--- config.mk ---
export PLATFORM = sky130hd
export DESIGN_NAME = thermal_throttle
export DESIGN_NICKNAME = d
export VERILOG_FILES = /design/src/rtl/thr_pkg.sv /design/src/rtl/thr_range_ctrl.sv /design/src/rtl/thr_datapath.sv /design/src/rtl/thermal_throttle.sv
export SDC_FILE = /design/constraint.sdc
export NUM_CORES = 1
export LEC_CHECK = 0
export ABC_AREA = 1
export BUFFER_PORTS_ARGS = -buffer_cell sky130_fd_sc_hd__buf_2
export CORE_AREA = 2 2 146 148
export DETAILED_ROUTE_END_ITERATION = 10
export DIE_AREA = 0 0 148 150
export HOLD_SLACK_MARGIN = 0.15
export PLACE_DENSITY = 0.62
export SKIP_LAST_GASP = 1
export SYNTH_ARGS = -nofsm -noshare
export SYNTH_HDL_FRONTEND = slang
export SYNTH_SLANG_ARGS = --single-unit
--- constraint.sdc ---
create_clock -name clk -period 3.85 [get_ports clk]
set_clock_uncertainty 0.2 [all_clocks]
set_input_delay 0.77 -clock clk [delete_from_list [all_inputs] [get_ports clk]]
set_output_delay 0.77 -clock clk [all_outputs]
set_load 0.01 [all_outputs]
--- src/rtl/thr_pkg.sv ---
package thr_pkg;

  typedef enum logic [2:0] {
    RNG_UNKNOWN = 3'd0,
    RNG_FREE    = 3'd1,
    RNG_VLIM    = 3'd2,
    RNG_THROT   = 3'd3
  } rangeT;

  typedef enum logic [1:0] {
    POLL_NONE = 2'd0,
    POLL_SLOW = 2'd1,
    POLL_FAST = 2'd2,
    POLL_CRIT = 2'd3
  } pollT;

  typedef enum logic [1:0] {
    CAP_RESTORE = 2'd0,
    CAP_FLOOR   = 2'd1,
    CAP_STEP    = 2'd2
  } capModeT;

  typedef struct packed {
    logic    load;
    rangeT   rng;
    capModeT capMode;
    logic    clampOut;
  } ctrlT;

endpackage

--- src/rtl/thr_range_ctrl.sv ---
module thr_range_ctrl
  import thr_pkg::*;
#(
  parameter int TEMP_W = 10
) (
  input  logic              clk,
  input  logic              rstN,
  input  logic              tempValid,
  input  logic [TEMP_W-1:0] tempC,
  input  logic              updateFlag,
  input  logic [TEMP_W-1:0] cfgLowTrip,
  input  logic [TEMP_W-1:0] cfgHighTrip,
  input  logic [TEMP_W-1:0] cfgHyst,
  output rangeT             rangeQ,
  output ctrlT              ctl
);

  // two guard bits keep (trip - hysteresis) free of overflow
  localparam int EW = TEMP_W + 2;

  logic signed [EW-1:0] tempE, lowE, highE, hystE, lowRelE, highRelE;
  logic atLow, belowLowRel, atHigh, belowHighRel;
  rangeT nxtRange;

  always_comb begin
    tempE    = {{2{tempC[TEMP_W-1]}}, tempC};
    lowE     = {{2{cfgLowTrip[TEMP_W-1]}}, cfgLowTrip};
    highE    = {{2{cfgHighTrip[TEMP_W-1]}}, cfgHighTrip};
    hystE    = {2'b00, cfgHyst};
    lowRelE  = lowE - hystE;
    highRelE = highE - hystE;
  end

  assign atLow        = (tempE >= lowE);
  assign belowLowRel  = (tempE <= lowRelE);
  assign atHigh       = (tempE >= highE);
  assign belowHighRel = (tempE <= highRelE);

  // one range step per sample; unknown resolves to free-running and may
  // continue to voltage-limited on the same sample
  always_comb begin
    case (rangeQ)
      RNG_UNKNOWN: nxtRange = atLow ? RNG_VLIM : RNG_FREE;
      RNG_FREE:    nxtRange = atLow ? RNG_VLIM : RNG_FREE;
      RNG_VLIM: begin
        if (belowLowRel)      nxtRange = RNG_FREE;
        else if (atHigh)      nxtRange = RNG_THROT;
        else                  nxtRange = RNG_VLIM;
      end
      RNG_THROT:   nxtRange = belowHighRel ? RNG_VLIM : RNG_THROT;
      default:     nxtRange = RNG_UNKNOWN;
    endcase
  end

  always_ff @(posedge clk or negedge rstN) begin
    if (!rstN) begin
      rangeQ <= RNG_UNKNOWN;
    end else if (tempValid) begin
      rangeQ <= nxtRange;
    end
  end

  always_comb begin
    ctl.load     = tempValid;
    ctl.rng      = nxtRange;
    if (nxtRange == RNG_THROT) begin
      ctl.capMode = updateFlag ? CAP_STEP : CAP_FLOOR;
    end else begin
      ctl.capMode = CAP_RESTORE;
    end
    ctl.clampOut = (nxtRange == RNG_VLIM) || (nxtRange == RNG_THROT);
  end

  // no strobe, no range movement
  a_r11_range_hold: assert property (@(posedge clk) disable iff (!rstN)
    !tempValid |=> $stable(rangeQ));

  // a sample always leaves the unclassified state
  a_r2_classified: assert property (@(posedge clk) disable iff (!rstN)
    (tempValid && rangeQ == RNG_UNKNOWN) |=> (rangeQ == RNG_FREE || rangeQ == RNG_VLIM));

  // free-running can only stay or rise one step
  a_r3_free_step: assert property (@(posedge clk) disable iff (!rstN)
    (tempValid && rangeQ == RNG_FREE) |=> (rangeQ == RNG_FREE || rangeQ == RNG_VLIM));

  // crossing the high trip from voltage-limited enters throttling
  a_r4_enter_throttle: assert property (@(posedge clk) disable iff (!rstN)
    (tempValid && rangeQ == RNG_VLIM && atHigh && !belowLowRel) |=> rangeQ == RNG_THROT);

  // throttling falls back by one step at most
  a_r5_one_step: assert property (@(posedge clk) disable iff (!rstN)
    (tempValid && rangeQ == RNG_THROT) |=> (rangeQ == RNG_THROT || rangeQ == RNG_VLIM));

endmodule

--- src/rtl/thr_datapath.sv ---
module thr_datapath
  import thr_pkg::*;
#(
  parameter int TEMP_W     = 10,
  parameter int FREQ_W     = 16,
  parameter int SENSOR_MIN = -100,
  parameter int SENSOR_MAX = 150
) (
  input  logic              clk,
  input  logic              rstN,
  input  ctrlT              ctl,
  input  logic              intrMode,
  input  logic [FREQ_W-1:0] reqFreq,
  input  logic [TEMP_W-1:0] cfgLowTrip,
  input  logic [TEMP_W-1:0] cfgHighTrip,
  input  logic [TEMP_W-1:0] cfgHyst,
  input  logic [FREQ_W-1:0] cfgStep,
  input  logic [FREQ_W-1:0] cfgMaxCap,
  input  logic [FREQ_W-1:0] cfgMinCap,
  output logic [TEMP_W-1:0] thrLowQ,
  output logic [TEMP_W-1:0] thrHighQ,
  output pollT              pollQ,
  output logic [FREQ_W-1:0] capQ,
  output logic [FREQ_W-1:0] outQ
);

  localparam logic [TEMP_W-1:0] UNSPEC   = {1'b1, {(TEMP_W-1){1'b0}}};
  localparam logic [TEMP_W-1:0] SMIN     = TEMP_W'(SENSOR_MIN);
  localparam logic [TEMP_W-1:0] SMAX     = TEMP_W'(SENSOR_MAX);
  localparam int               CW       = FREQ_W + 1;

  logic [TEMP_W-1:0] thrLowNxt, thrHighNxt;
  pollT              pollNxt;
  logic [FREQ_W-1:0] capNxt, outNxt, capStepped, capFloored;
  logic [CW-1:0]     floorPlusStep;

  // window around the new range
  always_comb begin
    case (ctl.rng)
      RNG_FREE: begin
        thrLowNxt  = SMIN;
        thrHighNxt = cfgLowTrip;
        pollNxt    = intrMode ? POLL_NONE : POLL_SLOW;
      end
      RNG_VLIM: begin
        thrLowNxt  = cfgLowTrip - cfgHyst;
        thrHighNxt = cfgHighTrip;
        pollNxt    = intrMode ? POLL_NONE : POLL_FAST;
      end
      RNG_THROT: begin
        thrLowNxt  = cfgHighTrip - cfgHyst;
        thrHighNxt = SMAX;
        pollNxt    = POLL_CRIT;
      end
      default: begin
        thrLowNxt  = UNSPEC;
        thrHighNxt = UNSPEC;
        pollNxt    = POLL_NONE;
      end
    endcase
  end

  // saturating step toward the floor
  assign floorPlusStep = {1'b0, cfgMinCap} + {1'b0, cfgStep};
  assign capStepped    = ({1'b0, capQ} >= floorPlusStep) ? (capQ - cfgStep) : cfgMinCap;
  assign capFloored    = (capQ < cfgMinCap) ? cfgMinCap : capQ;

  always_comb begin
    case (ctl.capMode)
      CAP_STEP:  capNxt = capStepped;
      CAP_FLOOR: capNxt = capFloored;
      default:   capNxt = cfgMaxCap;
    endcase
  end

  always_comb begin
    if (ctl.clampOut && (capNxt < reqFreq)) begin
      outNxt = capNxt;
    end else begin
      outNxt = reqFreq;
    end
  end

  always_ff @(posedge clk or negedge rstN) begin
    if (!rstN) begin
      thrLowQ  <= UNSPEC;
      thrHighQ <= UNSPEC;
      pollQ    <= POLL_NONE;
      capQ     <= '0;
      outQ     <= '0;
    end else if (ctl.load) begin
      thrLowQ  <= thrLowNxt;
      thrHighQ <= thrHighNxt;
      pollQ    <= pollNxt;
      capQ     <= capNxt;
      outQ     <= outNxt;
    end
  end

  // a throttling sample never leaves the cap under the floor
  a_r8_floor: assert property (@(posedge clk) disable iff (!rstN)
    (ctl.load && ctl.capMode != CAP_RESTORE) |=> capQ >= $past(cfgMinCap));

  // a stepping sample moves by exactly one step or lands on the floor
  a_r8_step_size: assert property (@(posedge clk) disable iff (!rstN)
    (ctl.load && ctl.capMode == CAP_STEP) |=>
      (capQ == $past(cfgMinCap) || ({1'b0, capQ} + {1'b0, $past(cfgStep)}) == {1'b0, $past(capQ)}));

  // any non-throttling sample restores the ceiling
  a_r9_restore: assert property (@(posedge clk) disable iff (!rstN)
    (ctl.load && ctl.capMode == CAP_RESTORE) |=> capQ == $past(cfgMaxCap));

  // throttling always polls at the critical rate
  a_r7_critical: assert property (@(posedge clk) disable iff (!rstN)
    (ctl.load && ctl.rng == RNG_THROT) |=> pollQ == POLL_CRIT);

  // a clamped grant never exceeds the cap
  a_r10_clamp: assert property (@(posedge clk) disable iff (!rstN)
    (ctl.load && ctl.clampOut) |=> outQ <= capQ);

  // outputs hold between samples
  a_r11_out_hold: assert property (@(posedge clk) disable iff (!rstN)
    !ctl.load |=> ($stable(capQ) && $stable(outQ) && $stable(thrLowQ) && $stable(pollQ)));

endmodule

--- src/rtl/thermal_throttle.sv ---
module thermal_throttle
  import thr_pkg::*;
#(
  parameter int TEMP_W     = 10,
  parameter int FREQ_W     = 16,
  parameter int SENSOR_MIN = -100,
  parameter int SENSOR_MAX = 150
) (
  input  logic              clk,
  input  logic              rstN,
  input  logic              tempValid,
  input  logic [TEMP_W-1:0] tempC,
  input  logic              updateFlag,
  input  logic              intrMode,
  input  logic [FREQ_W-1:0] reqFreq,
  input  logic [TEMP_W-1:0] cfgLowTrip,
  input  logic [TEMP_W-1:0] cfgHighTrip,
  input  logic [TEMP_W-1:0] cfgHyst,
  input  logic [FREQ_W-1:0] cfgStep,
  input  logic [FREQ_W-1:0] cfgMaxCap,
  input  logic [FREQ_W-1:0] cfgMinCap,
  output logic [2:0]        rangeState,
  output logic [TEMP_W-1:0] thrLow,
  output logic [TEMP_W-1:0] thrHigh,
  output logic [1:0]        pollSel,
  output logic [FREQ_W-1:0] capFreq,
  output logic [FREQ_W-1:0] outFreq
);

  rangeT rangeQ;
  ctrlT  ctl;
  pollT  pollQ;

  thr_range_ctrl #(.TEMP_W(TEMP_W)) uCtrl (
    .clk         (clk),
    .rstN        (rstN),
    .tempValid   (tempValid),
    .tempC       (tempC),
    .updateFlag  (updateFlag),
    .cfgLowTrip  (cfgLowTrip),
    .cfgHighTrip (cfgHighTrip),
    .cfgHyst     (cfgHyst),
    .rangeQ      (rangeQ),
    .ctl         (ctl)
  );

  thr_datapath #(
    .TEMP_W     (TEMP_W),
    .FREQ_W     (FREQ_W),
    .SENSOR_MIN (SENSOR_MIN),
    .SENSOR_MAX (SENSOR_MAX)
  ) uPath (
    .clk         (clk),
    .rstN        (rstN),
    .ctl         (ctl),
    .intrMode    (intrMode),
    .reqFreq     (reqFreq),
    .cfgLowTrip  (cfgLowTrip),
    .cfgHighTrip (cfgHighTrip),
    .cfgHyst     (cfgHyst),
    .cfgStep     (cfgStep),
    .cfgMaxCap   (cfgMaxCap),
    .cfgMinCap   (cfgMinCap),
    .thrLowQ     (thrLow),
    .thrHighQ    (thrHigh),
    .pollQ       (pollQ),
    .capQ        (capFreq),
    .outQ        (outFreq)
  );

  assign rangeState = rangeQ;
  assign pollSel    = pollQ;

endmodule

==> impl_results.md <==
- Row Count: 53
- Finished Core Util: 0.611
- Iter 0 DRT Violations: 416
- Clock share of power: 0.098
- Crit path launch type: input pin
- Vias: 9446
- Hpwl dp: 23800 um
- Worst-Skew Late Latency: 0.31 ns
- Final Net Count: 1885
- Mapped Nets: 1443
- Hold buffers post-CTS: 0
- CP max-delay cell: ha_4
- WL/cell: 15.5 um
- First-pass GRT wire length: 44900 um
- Hold_ws: 0.268 ns
- Failing checks: setup timing
- CTS tree: built
- Total global routing track utilization: 0.255
- Peak supply drop: 0.231 mV
- Avg Cell Area, Syn: 6.86 um^2
- Post-synth top cells: 280 x nand2_1, 184 x inv_1, 152 x ha_1
- CTS sink count: 56
- Leading area contributor after synthesis: ha_1
- Final Critical Period: 5.61 ns
- TNS Setup: -56.07 ns
- Design area: 12600 um^2
- Crit path DAT: 5.66 ns
- Worst-margin pin slew: 1.02 ns
- MaxCap Viol Count: 0
- Number of library cell types mapped by synthesis: 45
- Synthesized flop and latch total: 56
- Achievable clock frequency: 178 MHz
- # diodes: 0
- I/O pin count: 166
- Drt pass-1 iters: 5
- Antenna violations before repair: 1
- Clock Path Buffers: 2
- CP peak stage delay: 0.29 ns
- Post-synth EDFFs: 0
- FFs w/ async S/R, synth: 1.00
- Comb power frac: 0.730
- Lkg Pwr: 6.87 nW
- Final setup violation count: 56
- Core area: 20700 um^2
- Critical Path Fanout Max: 8
- Placed inst area: 11200 um^2
- Die W: 148 um
- Die Y: 150 um
- Pin count of the biggest net entering global routing: 44
- Dominant cells by area after synthesis: ha_1 24%, dfrtp_1 17%, nand2_1 13%
- WL final: 29400 um
- Net Sw Power: 2.54 mW
- Vias in the first global route: 9050
- Unrepaired setup endpoints after global routing: true
- Avg Vias per Cell: 4.98
- Grt total ovfl: 0
- Synth Flop Type: dfrtp_1
- Ys Warns: 0
- Sw Share: 0.459
- Pwr/cell area: 438 nW/um^2
- Initial Util: 0.390
- Critical path type: input pin to register
- GP Congestion: 0.889
- CTS clk-pin slew, worst paths: 0.07 ns
- H-tree depth: 2
- Layout cells sized above 1: 0.413
- Slew Limit Fails: 0
- Top-count cell post-synth: nand2_1
- CTS buffer count: 5
- Antenna Violating Nets Remaining: 0
- DRC errors left: 0
- Setup crit end kind: register
- Cells after synthesis: 1177
- Worst path required time: 3.89 ns
- Int Power: 2.99 mW
- Root Driver: clkbuf_16
- # port buffers: 164
- Share of the synthesized area in the top cell type: 0.236
- Worst min path class: register to register
- Part of the power in registers: 0.171
- Sequential area share after synthesis: 0.174
- Die area: 22200 um^2
- Fin worst setup slack: -1.76 ns
- Final Hold Fails: 0
- Syn-to-layout area delta: 56.5%
- Outcome: finished with violations
- Worst R2R Setup Slack: -0.49 ns
- Mapped Area: 8070 um^2
- Place WS: -2.24 ns
- Relative slew slack: 0.321
- Tcrit/Tclk final: 1.46
metal layers:
| metal | global-route usage | share of wire |
|---|---|---|
| met4 | 0.0805 | 0.029 |
| met3 | 0.0390 | 0.044 |
| met2 | 0.461 | 0.50 |
| met1 | 0.311 | 0.43 |
| met5 | 0 | 0.00037 |
area by class of cell:
type	count	area, um^2
flip-flops and latches	56	1400
clock inverters	3	42.5
repair buffers	456	3240
well taps	275	344
inverters	186	741
multi-input cells	913	6730
clock buffers	5	125
repair inverters	1	6.26
fillers	1895	8060
per-stage QoR:
step	std cells	power, mW
2_1_floorplan	1177	2.83
3_3_place_gp	1839	4.19
3_5_place_dp	1839	4.24
4_1_cts	1873	5.09
5_1_grt	1895	5.97
6_report	1895	5.53
power by group through the flow:
| stage | logic, mW | clock network (mW) | registers [mW] |
|---|---|---|---|
| 2_1_floorplan | 1.80 | 0 | 1.03 |
| 3_3_place_gp | 3.23 | 0 | 0.958 |
| 3_5_place_dp | 3.29 | 0 | 0.953 |
| 4_1_cts | 3.60 | 0.548 | 0.947 |
| 5_1_grt | 4.43 | 0.571 | 0.963 |
| 6_report | 4.04 | 0.544 | 0.946 |
layout by cell type, fill, tap and decap left out, types with 32 or more instances in the layout:
cell	count
nor2_1	49
a21oi_1	66
buf_2	155
inv_1	164
dfrtp_1	54
buf_4	265
xor2_1	34
nand2_2	32
nand2_1	259
o21ai_0	39
nand3_1	42
ha_1	130
critical path, delay by kind of cell:
family	cells	cell delay (ns)
AND/OR/NAND/NOR	19	1.68
adder cells (fa/ha/maj)	3	0.80
AO/OA/AOI/OAI	10	1.56
buffers and inverters	9	0.84
registers in the layout (all words and copies together) (netlist names):
register,cells
uPath.thrLowQ,10
uCtrl.rangeQ,2
uPath.thrHighQ,10
uPath.outQ,16
uPath.capQ,16
uPath.pollQ,2
kinds of logic (layout without fill, tap and decap cells):
kind of cell / count (synthesis) / after routing / share of synthesized area
compound gates: 242 / 242 / 0.172
fa+ha+maj: 157 / 157 / 0.248
xor+xnor: 51 / 51 / 0.0553
buf+inv: 209 / 651 / 0.100
other cells: 1 / 1 / 0.000465
flops: 56 / 56 / 0.174
simple gates: 461 / 462 / 0.250
what timing repair did:
| item | CTS | global route |
|---|---|---|
| resized for setup | 106 | 107 |
| cloned | 1 | 2 |
| pin swaps | 38 | 72 |
| setup buffers | 25 | 21 |
| setup endpoints to repair | 56 | 56 |
worst paths after layout:
kind,start,to,depth (start not counted)
max,cfgHyst[2],uPath.outQ[15],41
min,uPath.outQ[11],uPath.outQ[11],2
max reg2reg,uPath.capQ[0],uPath.outQ[15],28
min reg2reg,uPath.outQ[11],uPath.outQ[11],2
max in group asynchronous,rstN,uCtrl.rangeQ[1],2
min in group asynchronous,rstN,uPath.capQ[12],1
Note: power is estimated with default switching activity, not from simulation.
